$ cat config.mk
export PLATFORM = sky130hd
export DESIGN_NAME = twin_match_timer
export DESIGN_NICKNAME = d
export VERILOG_FILES = /design/src/rtl/tmr_pkg.sv /design/src/rtl/tmr_prescaler.sv /design/src/rtl/tmr_event_unit.sv /design/src/rtl/twin_match_timer.sv
export SDC_FILE = /design/constraint.sdc
export NUM_CORES = 1
export LEC_CHECK = 0
export BUFFER_PORTS_ARGS = -buffer_cell sky130_fd_sc_hd__buf_4
export CORE_ASPECT_RATIO = 1.25
export CORE_UTILIZATION = 65
export DETAILED_ROUTE_END_ITERATION = 6
export HOLD_SLACK_MARGIN = 0.08
export PLACE_DENSITY = 0.84
export SETUP_SLACK_MARGIN = 0.4
export SLEW_MARGIN = 20
export SYNTH_ARGS = -nofsm -noshare
export SYNTH_HDL_FRONTEND = slang
export SYNTH_HIERARCHICAL = 1
export SYNTH_SLANG_ARGS = --single-unit
$ cat constraint.sdc
create_clock -name clk -period 6.67 [get_ports clk]
set_input_delay 0.3335 -clock clk [delete_from_list [all_inputs] [get_ports clk]]
set_output_delay 0.3335 -clock clk [all_outputs]
set_load 0.005 [all_outputs]
$ cat src/rtl/tmr_pkg.sv
package tmr_pkg;

    typedef enum logic [1:0] {
        SRC_PIN   = 2'd0,
        SRC_INT   = 2'd1,
        SRC_RSV   = 2'd2,
        SRC_CHAIN = 2'd3
    } src_e;

    typedef enum logic [1:0] {
        CLR_NONE  = 2'd0,
        CLR_ON_A  = 2'd1,
        CLR_ON_B  = 2'd2,
        CLR_NONE3 = 2'd3
    } clr_e;

    typedef struct packed {
        logic en_b;
        logic en_a;
        logic en_o;
        clr_e clr;
    } ctl_t;

    typedef struct packed {
        src_e       src;
        logic [2:0] div;
    } cks_t;

    localparam int NUM_CODES = 8;

    // number of low prescaler bits that must be all ones for a tap to fire
    function automatic int tap_shift(input logic [2:0] code);
        case (code)
            3'd2:    return 1;
            3'd3:    return 3;
            3'd4:    return 5;
            3'd5:    return 6;
            3'd6:    return 10;
            3'd7:    return 13;
            default: return 0;
        endcase
    endfunction

endpackage

$ cat src/rtl/tmr_prescaler.sv
module tmr_prescaler
    import tmr_pkg::*;
#(
    parameter int PRE_W = 13
) (
    input  logic                 clk,
    input  logic                 rst_n,
    output logic [NUM_CODES-1:0] tick_o
);

    logic [PRE_W-1:0] pre_d, pre_q;

    always_comb begin
        pre_d = pre_q + 1'b1;
    end

    always_ff @(posedge clk or negedge rst_n) begin
        if (!rst_n) pre_q <= '0;
        else        pre_q <= pre_d;
    end

    // code 0 never ticks: the counter is stopped
    assign tick_o[0] = 1'b0;

    for (genvar c = 1; c < NUM_CODES; c++) begin : g_tap
        localparam int               SH  = tap_shift(3'(c));
        localparam logic [PRE_W-1:0] MSK = PRE_W'((64'd1 << SH) - 64'd1);
        assign tick_o[c] = ((pre_q & MSK) == MSK);
    end


    tap_gap_chk: assert property (@(posedge clk) disable iff (!rst_n)
        tick_o[7] |=> !tick_o[7]);

endmodule

$ cat src/rtl/tmr_event_unit.sv
module tmr_event_unit
    import tmr_pkg::*;
#(
    parameter int W = 8
) (
    input  logic         adv_i,
    input  logic [W-1:0] cnt_i,
    input  logic [W-1:0] cmpa_i,
    input  logic [W-1:0] cmpb_i,
    input  clr_e         clr_i,
    output logic [W-1:0] nxt_o,
    output logic         hit_a_o,
    output logic         hit_b_o,
    output logic         hit_o_o
);

    logic [W-1:0] inc;
    logic         do_clear;

    always_comb begin
        inc      = cnt_i + 1'b1;
        hit_a_o  = adv_i && (inc == cmpa_i);
        hit_b_o  = adv_i && (inc == cmpb_i);
        hit_o_o  = adv_i && (cnt_i == {W{1'b1}});
        do_clear = ((clr_i == CLR_ON_A) && hit_a_o) ||
                   ((clr_i == CLR_ON_B) && hit_b_o);
        if (!adv_i)        nxt_o = cnt_i;
        else if (do_clear) nxt_o = '0;
        else               nxt_o = inc;
    end

endmodule

$ cat src/rtl/twin_match_timer.sv
module twin_match_timer
    import tmr_pkg::*;
#(
    parameter int CNT_W = 8,
    parameter int PRE_W = 13
) (
    input  logic             clk,
    input  logic             rst_n,
    input  logic [CNT_W-1:0] wdata_i,
    input  logic [1:0]       we_ctrl_i,
    input  logic [1:0]       we_cmpa_i,
    input  logic [1:0]       we_cmpb_i,
    input  logic [1:0]       we_cnt_i,
    input  logic [1:0]       we_clk_i,
    output logic [CNT_W-1:0] cnt0_o,
    output logic [CNT_W-1:0] cnt1_o,
    output logic [1:0]       irq_cmpa_o,
    output logic [1:0]       irq_cmpb_o,
    output logic [1:0]       irq_ovf_o
);

    localparam int NCH    = 2;
    localparam int WIDE_W = 2 * CNT_W;

    typedef struct packed {
        ctl_t [NCH-1:0]            ctl;
        cks_t [NCH-1:0]            cks;
        logic [NCH-1:0][CNT_W-1:0] cnt;
        logic [NCH-1:0][CNT_W-1:0] cmpa;
        logic [NCH-1:0][CNT_W-1:0] cmpb;
        logic [NCH-1:0]            ia;
        logic [NCH-1:0]            ib;
        logic [NCH-1:0]            io;
    } state_t;

    state_t s_d, s_q;

    logic [NUM_CODES-1:0] tick;
    logic                 chain_mode;
    logic                 adv0, adv1, adv_w;
    logic [CNT_W-1:0]     nxt0, nxt1;
    logic                 a0, b0, o0, a1, b1, o1;
    logic [WIDE_W-1:0]    nxt_w;
    logic                 aw, bw, ow;

    tmr_prescaler #(.PRE_W(PRE_W)) u_pre (
        .clk    (clk),
        .rst_n  (rst_n),
        .tick_o (tick)
    );

    assign chain_mode = (s_q.cks[0].src == SRC_CHAIN);
    assign adv0  = (s_q.cks[0].src == SRC_INT) && tick[s_q.cks[0].div];
    assign adv_w = (s_q.cks[1].src == SRC_INT) && tick[s_q.cks[1].div];
    assign adv1  = adv_w || ((s_q.cks[1].src == SRC_CHAIN) && a0);

    tmr_event_unit #(.W(CNT_W)) u_ev0 (
        .adv_i   (adv0),
        .cnt_i   (s_q.cnt[0]),
        .cmpa_i  (s_q.cmpa[0]),
        .cmpb_i  (s_q.cmpb[0]),
        .clr_i   (s_q.ctl[0].clr),
        .nxt_o   (nxt0),
        .hit_a_o (a0),
        .hit_b_o (b0),
        .hit_o_o (o0)
    );

    tmr_event_unit #(.W(CNT_W)) u_ev1 (
        .adv_i   (adv1),
        .cnt_i   (s_q.cnt[1]),
        .cmpa_i  (s_q.cmpa[1]),
        .cmpb_i  (s_q.cmpb[1]),
        .clr_i   (s_q.ctl[1].clr),
        .nxt_o   (nxt1),
        .hit_a_o (a1),
        .hit_b_o (b1),
        .hit_o_o (o1)
    );

    tmr_event_unit #(.W(WIDE_W)) u_evw (
        .adv_i   (adv_w),
        .cnt_i   ({s_q.cnt[0], s_q.cnt[1]}),
        .cmpa_i  ({s_q.cmpa[0], s_q.cmpa[1]}),
        .cmpb_i  ({s_q.cmpb[0], s_q.cmpb[1]}),
        .clr_i   (s_q.ctl[0].clr),
        .nxt_o   (nxt_w),
        .hit_a_o (aw),
        .hit_b_o (bw),
        .hit_o_o (ow)
    );

    always_comb begin
        s_d    = s_q;
        s_d.ia = '0;
        s_d.ib = '0;
        s_d.io = '0;

        if (chain_mode) begin
            {s_d.cnt[0], s_d.cnt[1]} = nxt_w;
            s_d.ia[0] = aw && s_q.ctl[0].en_a;
            s_d.ib[0] = bw && s_q.ctl[0].en_b;
            s_d.io[0] = ow && s_q.ctl[0].en_o;
        end else begin
            s_d.cnt[0] = nxt0;
            s_d.cnt[1] = nxt1;
            s_d.ia     = {a1 && s_q.ctl[1].en_a, a0 && s_q.ctl[0].en_a};
            s_d.ib     = {b1 && s_q.ctl[1].en_b, b0 && s_q.ctl[0].en_b};
            s_d.io     = {o1 && s_q.ctl[1].en_o, o0 && s_q.ctl[0].en_o};
        end

        for (int c = 0; c < NCH; c++) begin
            if (we_cnt_i[c])  s_d.cnt[c]  = wdata_i;
            if (we_cmpa_i[c]) s_d.cmpa[c] = wdata_i;
            if (we_cmpb_i[c]) s_d.cmpb[c] = wdata_i;
            if (we_ctrl_i[c]) begin
                s_d.ctl[c].en_b = wdata_i[7];
                s_d.ctl[c].en_a = wdata_i[6];
                s_d.ctl[c].en_o = wdata_i[5];
                s_d.ctl[c].clr  = clr_e'(wdata_i[3:2]);
            end
            if (we_clk_i[c]) begin
                s_d.cks[c].src = src_e'(wdata_i[4:3]);
                s_d.cks[c].div = wdata_i[2:0];
            end
        end
    end

    always_ff @(posedge clk or negedge rst_n) begin
        if (!rst_n) begin
            s_q      <= '0;
            s_q.cmpa <= '1;
            s_q.cmpb <= '1;
        end else begin
            s_q <= s_d;
        end
    end

    assign cnt0_o     = s_q.cnt[0];
    assign cnt1_o     = s_q.cnt[1];
    assign irq_cmpa_o = s_q.ia;
    assign irq_cmpb_o = s_q.ib;
    assign irq_ovf_o  = s_q.io;


    hold_idle_chk: assert property (@(posedge clk) disable iff (!rst_n)
        (!we_cnt_i[1] && (s_q.cks[1].src == SRC_PIN || s_q.cks[1].src == SRC_RSV))
        |=> $stable(cnt1_o));


    irq_a_gate_chk: assert property (@(posedge clk) disable iff (!rst_n)
        irq_cmpa_o[0] |-> $past(s_q.ctl[0].en_a));


    wrap_zero_chk: assert property (@(posedge clk) disable iff (!rst_n)
        (irq_ovf_o[0] && $past(!we_cnt_i[0] && !we_cnt_i[1])) |-> (cnt0_o == '0));


    clear_a_chk: assert property (@(posedge clk) disable iff (!rst_n)
        (irq_cmpa_o[0] && $past(!chain_mode && !we_cnt_i[0] && s_q.ctl[0].clr == CLR_ON_A))
        |-> (cnt0_o == '0));


    chain_quiet_chk: assert property (@(posedge clk) disable iff (!rst_n)
        chain_mode |=> (irq_cmpa_o[1] == 1'b0 && irq_cmpb_o[1] == 1'b0 && irq_ovf_o[1] == 1'b0));

endmodule

* Yosys cells after proc, flatten, opt, wreduce, memory -nomap -nowiden
Cells that the tools add are included.
** Word-level totals
- Register bits after elaboration :: 87
- Latch bits :: 0
- RAM bits :: 0
- Bits in read-only memories :: 0
- Input bits :: 20
- Output and inout port bits :: 22
- Logic and storage cells :: 106
- Memories :: 0
** Operators by class
- $add $sub $neg :: 4
- Multiply operators :: 0
- Div/mod/pow operators :: 0
- Magnitude comparators :: 2
- Eq/ne operators :: 24
- Shift-type cells :: 0
- Mux-type cells :: 19
- Bitwise operators :: 0
- Reductions and logical operators :: 35
** Operators by type and width (number)
- $mux 16 :: 3
- $mux 8 :: 6
- $eq 16x16->1 :: 2
- $eq 8x8->1 :: 4
- $logic_and 1x1->1 :: 27
- $add 16x1->16 const B :: 1
- $add 8x1->8 const B :: 2
- $eq 16x16->1 const B :: 1
- $eq 8x8->1 const B :: 2
- $add 13x1->13 const B :: 1
- $eq 13x13->1 const B :: 1
- $eq 10x10->1 const B :: 1
- $eq 2x1->1 const B :: 4
- $eq 2x2->1 const B :: 4
- $lt 3x4->1 const B :: 2
- $mux 1 :: 8
- $bmux 1 s3 :: 2
- $eq 6x6->1 const B :: 1
- $ne 3x2->1 const B :: 2
- $reduce_bool 3->1 :: 2
- $eq 5x5->1 const B :: 1
- $logic_or 1x1->1 :: 4
- $reduce_and 2->1 :: 2
- $eq 3x3->1 const B :: 1

* Depth between registers and ports, before layout
Gate-level depths: netlist of the first run.
- Depth after elaboration :: 14
- Depth in mapped cells :: 23
- Mapped depth without buffers :: 21

* Cells and area by module
Netlist of the first run, hierarchy kept.
** By module, submodules not included
- twin_match_timer :: times used 1, cells each 239, area an instance 3234.4 um^2, seq. area each 1891.8 um^2
- tmr_event_unit (u_evw) :: times used 1, cells each 258, area an instance 1821.7 um^2, seq. area each 0.0 um^2
- tmr_event_unit (u_ev0 ...) :: times used 2, cells each 100, area an instance 689.4 um^2, seq. area each 0.0 um^2
- tmr_prescaler :: times used 1, cells each 52, area an instance 618.1 um^2, seq. area each 325.3 um^2

* Least setup slack after synthesis of the first run
OpenSTA, ideal clock, no wires.
- Kind :: reg2reg
- From :: register u_pre.pre_q[0]
- To :: register s_q (netlist bit cnt1_o[6])
- Library setup time :: 0.132 ns
- Data arrival time :: 4.263 ns
- Required time :: 6.538 ns
- Slack :: 2.275 ns
- Stages on the path, launching flop included :: 24
- Cell sequence :: dfrtp_1 > ha_1 > nand3_2 > nor4_4 > and2_2 > mux4_1 > mux2i_1 > nor3b_1 > clkbuf_1 > nand3_1 > nor3_2 > nand4b_1 > nor2_1 > o21ai_0 > a21oi_1 > clkbuf_1 > nand3_1 > nor3_2 > nand4b_1 > o32a_4 > nor4bb_1 > a311o_1 > mux2i_1 > o21ai_1
** RTL lines
- start: declaration :: line tmr_prescaler.sv:11 : logic [PRE_W-1:0] pre_d, pre_q;
- start signal: assignment :: line tmr_prescaler.sv:19 : else pre_q <= pre_d;
- end: declaration :: line twin_match_timer.sv:36 : state_t s_d, s_q;

==> summary.md, run 1 <==
| Metric | Value |
|---|---|
| Status | complete, no violations |
| Fin area | 7370 sq um |
| Initial antenna violation count | 0 |
| Largest family of logic cells by synthesized area | simple AND/OR/NAND/NOR gates |
| Final hold vios | 0 |
| Max clock buf depth | 2 |
| FF+latch count, synth | 87 |
| Largest cells by area after synthesis | dfrtp_1, dfstp_2, mux2_2 |
| Final TNS setup | 0 ps |
| Clock sink total | 87 |
| Synth Area in Adders | 0.0121 |
| Nets | roughly 770 |
| Syn_area_per_cell | 9.42 sq um |
| Diodes inserted | 0 |
| XOR/XNOR share of the synthesized area | 0.103 |
| Drc violations | 0 |
| Worst EP required | 6890 ps |
| Post-synthesis mux area share | 0.122 |
| Slew Limit Fails | 0 |
| Vias in the first global route | 5731 |
| Util after Layout | 0.697 |
| Core Footprint | about 11000 sq um |
| Worst setup SP type | flip-flop |
| DRT iter0 DRCs | 515 |
| Count leader, synth | dfrtp_1 |
| Final Skew | 8.79 ps |
| Worst min-delay path class | in -> reg |
| Worst Setup End Kind | flip-flop |
| Slowest CP cell | o32a_4 |
| Worst-Margin Slew | 955 ps |
| RSZ-0062 raised after global routing | no |
| Worst-skew pair later-pin latency | 340 ps |
| LEAKAGE | 3.08 nW |
| Layout cells sized above 1 | 0.264 |
| Cell row count | between 40 and 50 |
| Post-CTS Resized | 0 |
| Post-Synthesis Cells | 749 |
| # hold bufs at CTS | 1 |
| Post-synthesis compound-gate area fraction | 0.140 |
| Grt met2 use | 0.554 |
| Worst-path fanout max | 19 |
| Crit path largest cell delay | ~460 ps |
| Synth Flop Type | dfrtp_1 |
| Die width | about 95 um |
| Final Wtd Congestion | 0.962 |
| Htree depth | 3 |
| Antenna Nets Post-Route | 0 |
| Syn Nets | 775 |
| Final wirelength | ~19000 um |
| Yosys top cell by area | dfrtp_1 |
| Count of flip-flops with a built-in enable after synthesis | 0 |
| Final Instance Count excl. Fillers | slightly below 900 |
| Max-Cap Viols | 0 |
| DPL Wire Length | roughly 13000 um |
| Met1 track demand over resource | 0.433 |
| Setup repair bufs after CTS | 0 |
| Distinct cell type count after synthesis | a little under 90 |
| I/O pin count | 42 |
| Commonest cells post-synth | dfrtp_1, mux2_2, nor2_1 |
| Critical path class | reg -> reg |
| Full die area | 11300 sq um |
| Minimum clock period | 5070 ps |
| DR pass1 iterations | 5 |
| Slew headroom | 0.363 |
| Gr usage total | 0.347 |
| Fraction of registers with async set/reset | 1.00 |
| Cell Area, Synth | 7050 sq um |
| P&R area growth vs syn | 4.43% |
| First-pass GRT wire length | 29800 um |
| Clk root buf | clkbuf_16 |
| Worst-path clk slew | around 70 ps |
| Largest net degree at the start of global routing | 46 |
| Grt met3 use | 0.0618 |
| Period utilization | 0.759 |
| Synth top area share | 0.195 |
| FMAX | 0.197 GHz |
| Setup violators final | 0 |
| I/O Buffers | 41 |
| Worst vdd ir | roughly 0.00014 V |
| Initial Util | 0.668 |
| Syn. warnings | 6 |
| Worst path cell trace | ha_1 > nand3_2 > nor4_4 > and2_2 > mux4_1 > mux2i_1 > nor3b_2 > buf_4 > nand3_1 > nor3_2 > nand4b_1 > nor2_1 > o21ai_0 > a21oi_1 > buf_4 > nand3_1 > nor3_2 > nand4b_1 > o32a_4 > nor4bb_1 > a311o_1 > mux2i_1 > o21ai_1 |
| Seq/Total Area, Yosys | 0.314 |
| Crit path DAT | 5290 ps |
| Total congestion overflow | 0 |
| Gr busiest metal | met2 |
| Area fraction in and, or, nand and nor cells after synthesis | 0.215 |
| Routed via count | 5800 |
| Vias per cell | 6.61 |
| Die Height | 118 um |
| Num CTS Buffers | 9 |
| DR WL/cell | 21.3 um |
| P per Cell Area | 231 nW/um^2 |
| Final hold slack | 254 ps |
| CTS tree | yes |
| Post-Place Cells | 859 |
| Placed Area | 7060 sq um |
==> registers in the layout, summed over array words and instances (netlist names) <==
register	flops
cnt1_o	8
cnt0_o	8
irq_cmpa_o	2
irq_cmpb_o	2
s_q	52
u_pre/pre_q	13
irq_ovf_o	2
==> per-stage QoR <==
stage | setup slack [ps] | power [mW]
detailed placement | 1710 | 1.20
global route | 1310 | 1.78
CTS | 1680 | 1.70
global placement | 1920 | 1.19
finish | 1600 | 1.70
floorplan | 2270 | 1.09
==> path summary, 6_finish.rpt <==
kind,start,to,slack [ps],cells after the start
setup / recovery,u_pre/pre_q[0],cnt1_o[6],1600,23
hold / removal,we_clk_i[1],s_q[63],250,2
setup reg to reg,u_pre/pre_q[0],cnt1_o[6],1600,23
hold reg to reg,u_pre/pre_q[12],u_pre/pre_q[12],460,1
max in group asynchronous,rst_n,s_q[37],5150,3
min in group asynchronous,rst_n,cnt0_o[2],530,2
==> where the power goes <==
group,internal [mW],switching (mW)
clock network,0.267,0.223
logic,0.232,0.263
registers,0.588,0.127
total,1.09,0.613
==> worst max-delay path, delay by kind of cell (launching register included) <==
family / cells / cell delay (ps)
compound gates: 5 / 1140
fa+ha+maj: 1 / 230
buf+inv: 2 / 480
flops: 1 / 450
mux: 3 / 430
simple gates: 12 / 2210
==> layout by cell type, fill, tap and decap left out, types with 4 or more instances in the layout <==
cell / count
o211ai_1: 6
o31ai_1: 4
nor3b_1: 5
nand2_1: 37
clkbuf_16: 9
nor3_1: 18
a21oi_1: 15
xor2_1: 40
or2b_1: 4
and2_2: 4
o22ai_1: 5
nand3_1: 21
mux2i_1: 23
dfrtp_1: 55
nand4_1: 7
nor4_1: 9
mux2_1: 8
nor2b_1: 8
o21ai_1: 37
buf_4: 46
o21ai_2: 12
nand3_2: 4
nor2_1: 41
ha_1: 6
mux2_2: 43
inv_1: 39
dfstp_2: 32
o2111ai_1: 4
o21ai_0: 30
nand2b_1: 10
and2_1: 6
and3_1: 21
xnor2_1: 39
nor4_2: 5
==> metal layers <==
metal,share of wire,vias to the layer above
li1,-,2625
met1,0.39,2803
met2,0.49,296
met3,0.069,76
met4,0.053,0
met5,0,-
==> area by class of cell <==
cell class	instances	area (sq um)
tap	132	165
multi-input combinational	555	4190
inverter	39	146
sequential	87	2220
fill	826	3200
timing repair buffer	48	367
clock buffer	11	243
clock inverter	5	41.3
==> cells by family after synthesis <==
family | after synthesis
other | 2
xor gates and xnor gates | 81
DFF | 87
buffers and inverters | 107
muxes | 76
AOI/OAI and AO/OA | 147
adders and majority gates | 7
and+or+nand+nor | 242
(Power assumes the default switching activity.)
==> run 2, diff against run 1 <==
- CORE_UTILIZATION: 65 -> 56
- PLACE_DENSITY: 0.84 -> 0.77
- clock period: 6.67 -> 4.35 ns (I/O delays scaled with it)
==> run 2 against run 1 <==
  * Sequential share of layout area is 1.3 points lower
  * Design area is 4.5% higher
  * Utilization is 6.7 points lower
  * Critical path type unchanged
  * Largest cell class unchanged
==> summary.md, run 2 (synthesis results as in run 1) <==
| Metric | Value |
|---|---|
| Final TNS setup | 0 ps (unchanged) |
| Critical path class | reg -> reg |
| Drc violations | 0 (unchanged) |
| CTS tree | yes |
| Diodes inserted | 0 (unchanged) |
| Worst Setup End Kind | flip-flop |
| Status | complete, no violations |
| Max reg flops | 52 (unchanged) |
| Post-Place Cells | 901 (+4.9%) |
| First-pass GRT wire length | 30800 um (+3.3%) |
| FMAX | 0.249 GHz (+26%) |
| Largest net degree at the start of global routing | 51 (+11%) |
| LEAKAGE | 3.22 nW (+4.4%) |
| Sequential cell area | 2220 sq um (unchanged) |
| Initial antenna violation count | 0 (unchanged) |
| Nets | 793 (+3.5%) |
| Multi-input logic area | 4270 sq um (+2.0%) |
| Top flop regs | s_q: 52 flops, u_pre/pre_q: 13 flops |
| Commonest non-fill, non-tap cell in the layout | buf_4 |
| Antenna Nets Post-Route | 0 (unchanged) |
| Gr usage total | 0.311 (-0.0360) |
| Reg with most FFs | s_q |
| DR pass1 iterations | 5 (unchanged) |
| Die width | 102 um (+7.6%) |
| Layout cells sized above 1 | 0.303 (+0.0387) |
| Fillers | 993 (+20%) |
| Max-Cap Viols | 0 (unchanged) |
| Worst-path fanout max | 4 (-15) |
| Max clock buf depth | 2 (unchanged) |
| Util after Layout | 0.630 (-0.0674) |
| Num CTS Buffers | 9 (unchanged) |
| DRT iter0 DRCs | 539 (+4.7%) |
| Clock sink total | 87 (unchanged) |
| Worst min-delay path class | in -> reg |
| Fin area | 7700 sq um (+4.5%) |
| Dpl ws | 38.6 ps (-1670 ps) |
| DPL Wire Length | 13300 um (+2.7%) |
| Routed via count | 5979 (+3.1%) |
| Final Skew | 10.2 ps (+1.42 ps) |
| Worst-skew pair later-pin latency | 350 ps (about the same) |
| Core Footprint | 12200 sq um (+16%) |
| Slew Limit Fails | 0 (unchanged) |
| Worst-path clk slew | 70 ps (about the same) |
| Clk root buf | clkbuf_16 |
| Worst-Margin Slew | 700 ps (-255 ps) |
| Period utilization | 0.922 (+0.163) |
| Final Wtd Congestion | 1.03 (+7.1%) |
| Vias per cell | 6.39 (-3.4%) |
| Die Height | 127 um (+7.6%) |
| Minimum clock period | 4010 ps (-1050 ps) |
| Vias in the first global route | 5846 (+2.0%) |
| Placed Area | 7200 sq um (+2.0%) |
| Setup violators final | 0 (unchanged) |
| Worst EP required | 4580 ps (-2310 ps) |
| Full die area | 13000 sq um (+16%) |
| Worst setup SP type | flip-flop |
| P per Cell Area | 346 nW/um^2 (+50%) |
| Final setup margin | 339 ps (-1270 ps) |
| P&R area growth vs syn | 9.12% |
| I/O pin count | 42 (unchanged) |
| Worst vdd ir | 0.000273 V (+98%) |
| Crit path DAT | 4240 ps (-1050 ps) |
| Cell row count | 45 (+7.1%) |
| Final hold vios | 0 (unchanged) |
| Commonest cells after routing, fill and taps aside | buf_4, dfrtp_1, mux2_2 |
| Final wirelength | 19300 um (+3.3%) |
| RSZ-0062 raised after global routing | yes |
| DR WL/cell | 20.6 um (-3.2%) |
| Final Instance Count excl. Fillers | 936 (+6.7%) |
| Initial Util | 0.577 (-0.0905) |
| Slew headroom | 0.533 (+0.170) |
| Htree depth | 3 (unchanged) |
| Total congestion overflow | 0 (unchanged) |
| I/O Buffers | 41 (unchanged) |
-- run 2: changes by cell type in the layout (fill, tap and decap cells not counted), sizes merged --
cell / change
clkinvlp: +1
inv: +1
buf: +27
clkbuf: -2
-- run 2: what timing repair did --
item,CTS,global route
endpoints found under the hold margin,23,0
hold buffers,1,0
pin swaps,11,4
setup buffers,14,4
resized for setup,6,5
endpoints found under the setup margin,14,17
-- run 2: stage by stage --
stage / hold slack (ps) / total power [mW]
after global routing: 110 / 2.78
after CTS: 110 / 2.64
after floorplan: -78.1 / 1.68
after global placement: 225 / 1.84
final: 118 / 2.67
after detailed placement: 240 / 1.87
-- run 2: area by class of cell --
cell class,instances,area share
Timing Repair Buffer,75,0.0735
Inverter,39,0.0190
Clock buffer,9,0.0293
Sequential cell,87,0.288
Multi-Input combinational cell,555,0.555
Tap cell,164,0.0267
Clock inverter,7,0.00845
-- run 2: worst paths after layout --
check                                    start        end  slack [ps]  cells past startpoint
worst max-delay path            u_pre/pre_q[6]  cnt1_o[6]         340                     20
worst min register to register         s_q[67]    s_q[67]         480                      1
min in group asynchronous                rst_n  cnt0_o[5]         390                      2
worst max register to register  u_pre/pre_q[6]  cnt1_o[6]         340                     20
max in group asynchronous                rst_n    s_q[54]        2910                      3
worst min-delay path               we_clk_i[1]    s_q[63]         120                      2
-- run 2: per-layer routing --
layer	global-route usage	wire length, um	vias up	part of all wire
met5	0	0	-	0
met4	0.171	902	0	0.047
met3	0.0569	1460	73	0.076
met2	0.506	9350	298	0.49
met1	0.387	7560	2939	0.39
li1	-	-	2669	-
-- run 2: critical path, cell delays in order, from the launching register on --
cell,delay [ps]
dfrtp_1,440
nand4_4,150
nor4_4,310
and2_4,180
mux4_1,210
mux2i_1,80
nor3b_2,220
nand3_2,90
nor3_2,110
nand4b_1,160
nor2_2,160
o21ai_2,70
a21oi_2,190
nand3_2,90
nor3_2,110
nand4b_1,170
o32a_4,430
nor4bb_1,130
a311o_1,320
mux2i_1,180
o21ai_1,80
-- run 2: power by group --
part / internal, mW / switching (mW)
sequential: 0.902 / 0.150
combinational: 0.372 / 0.473
clock: 0.400 / 0.368
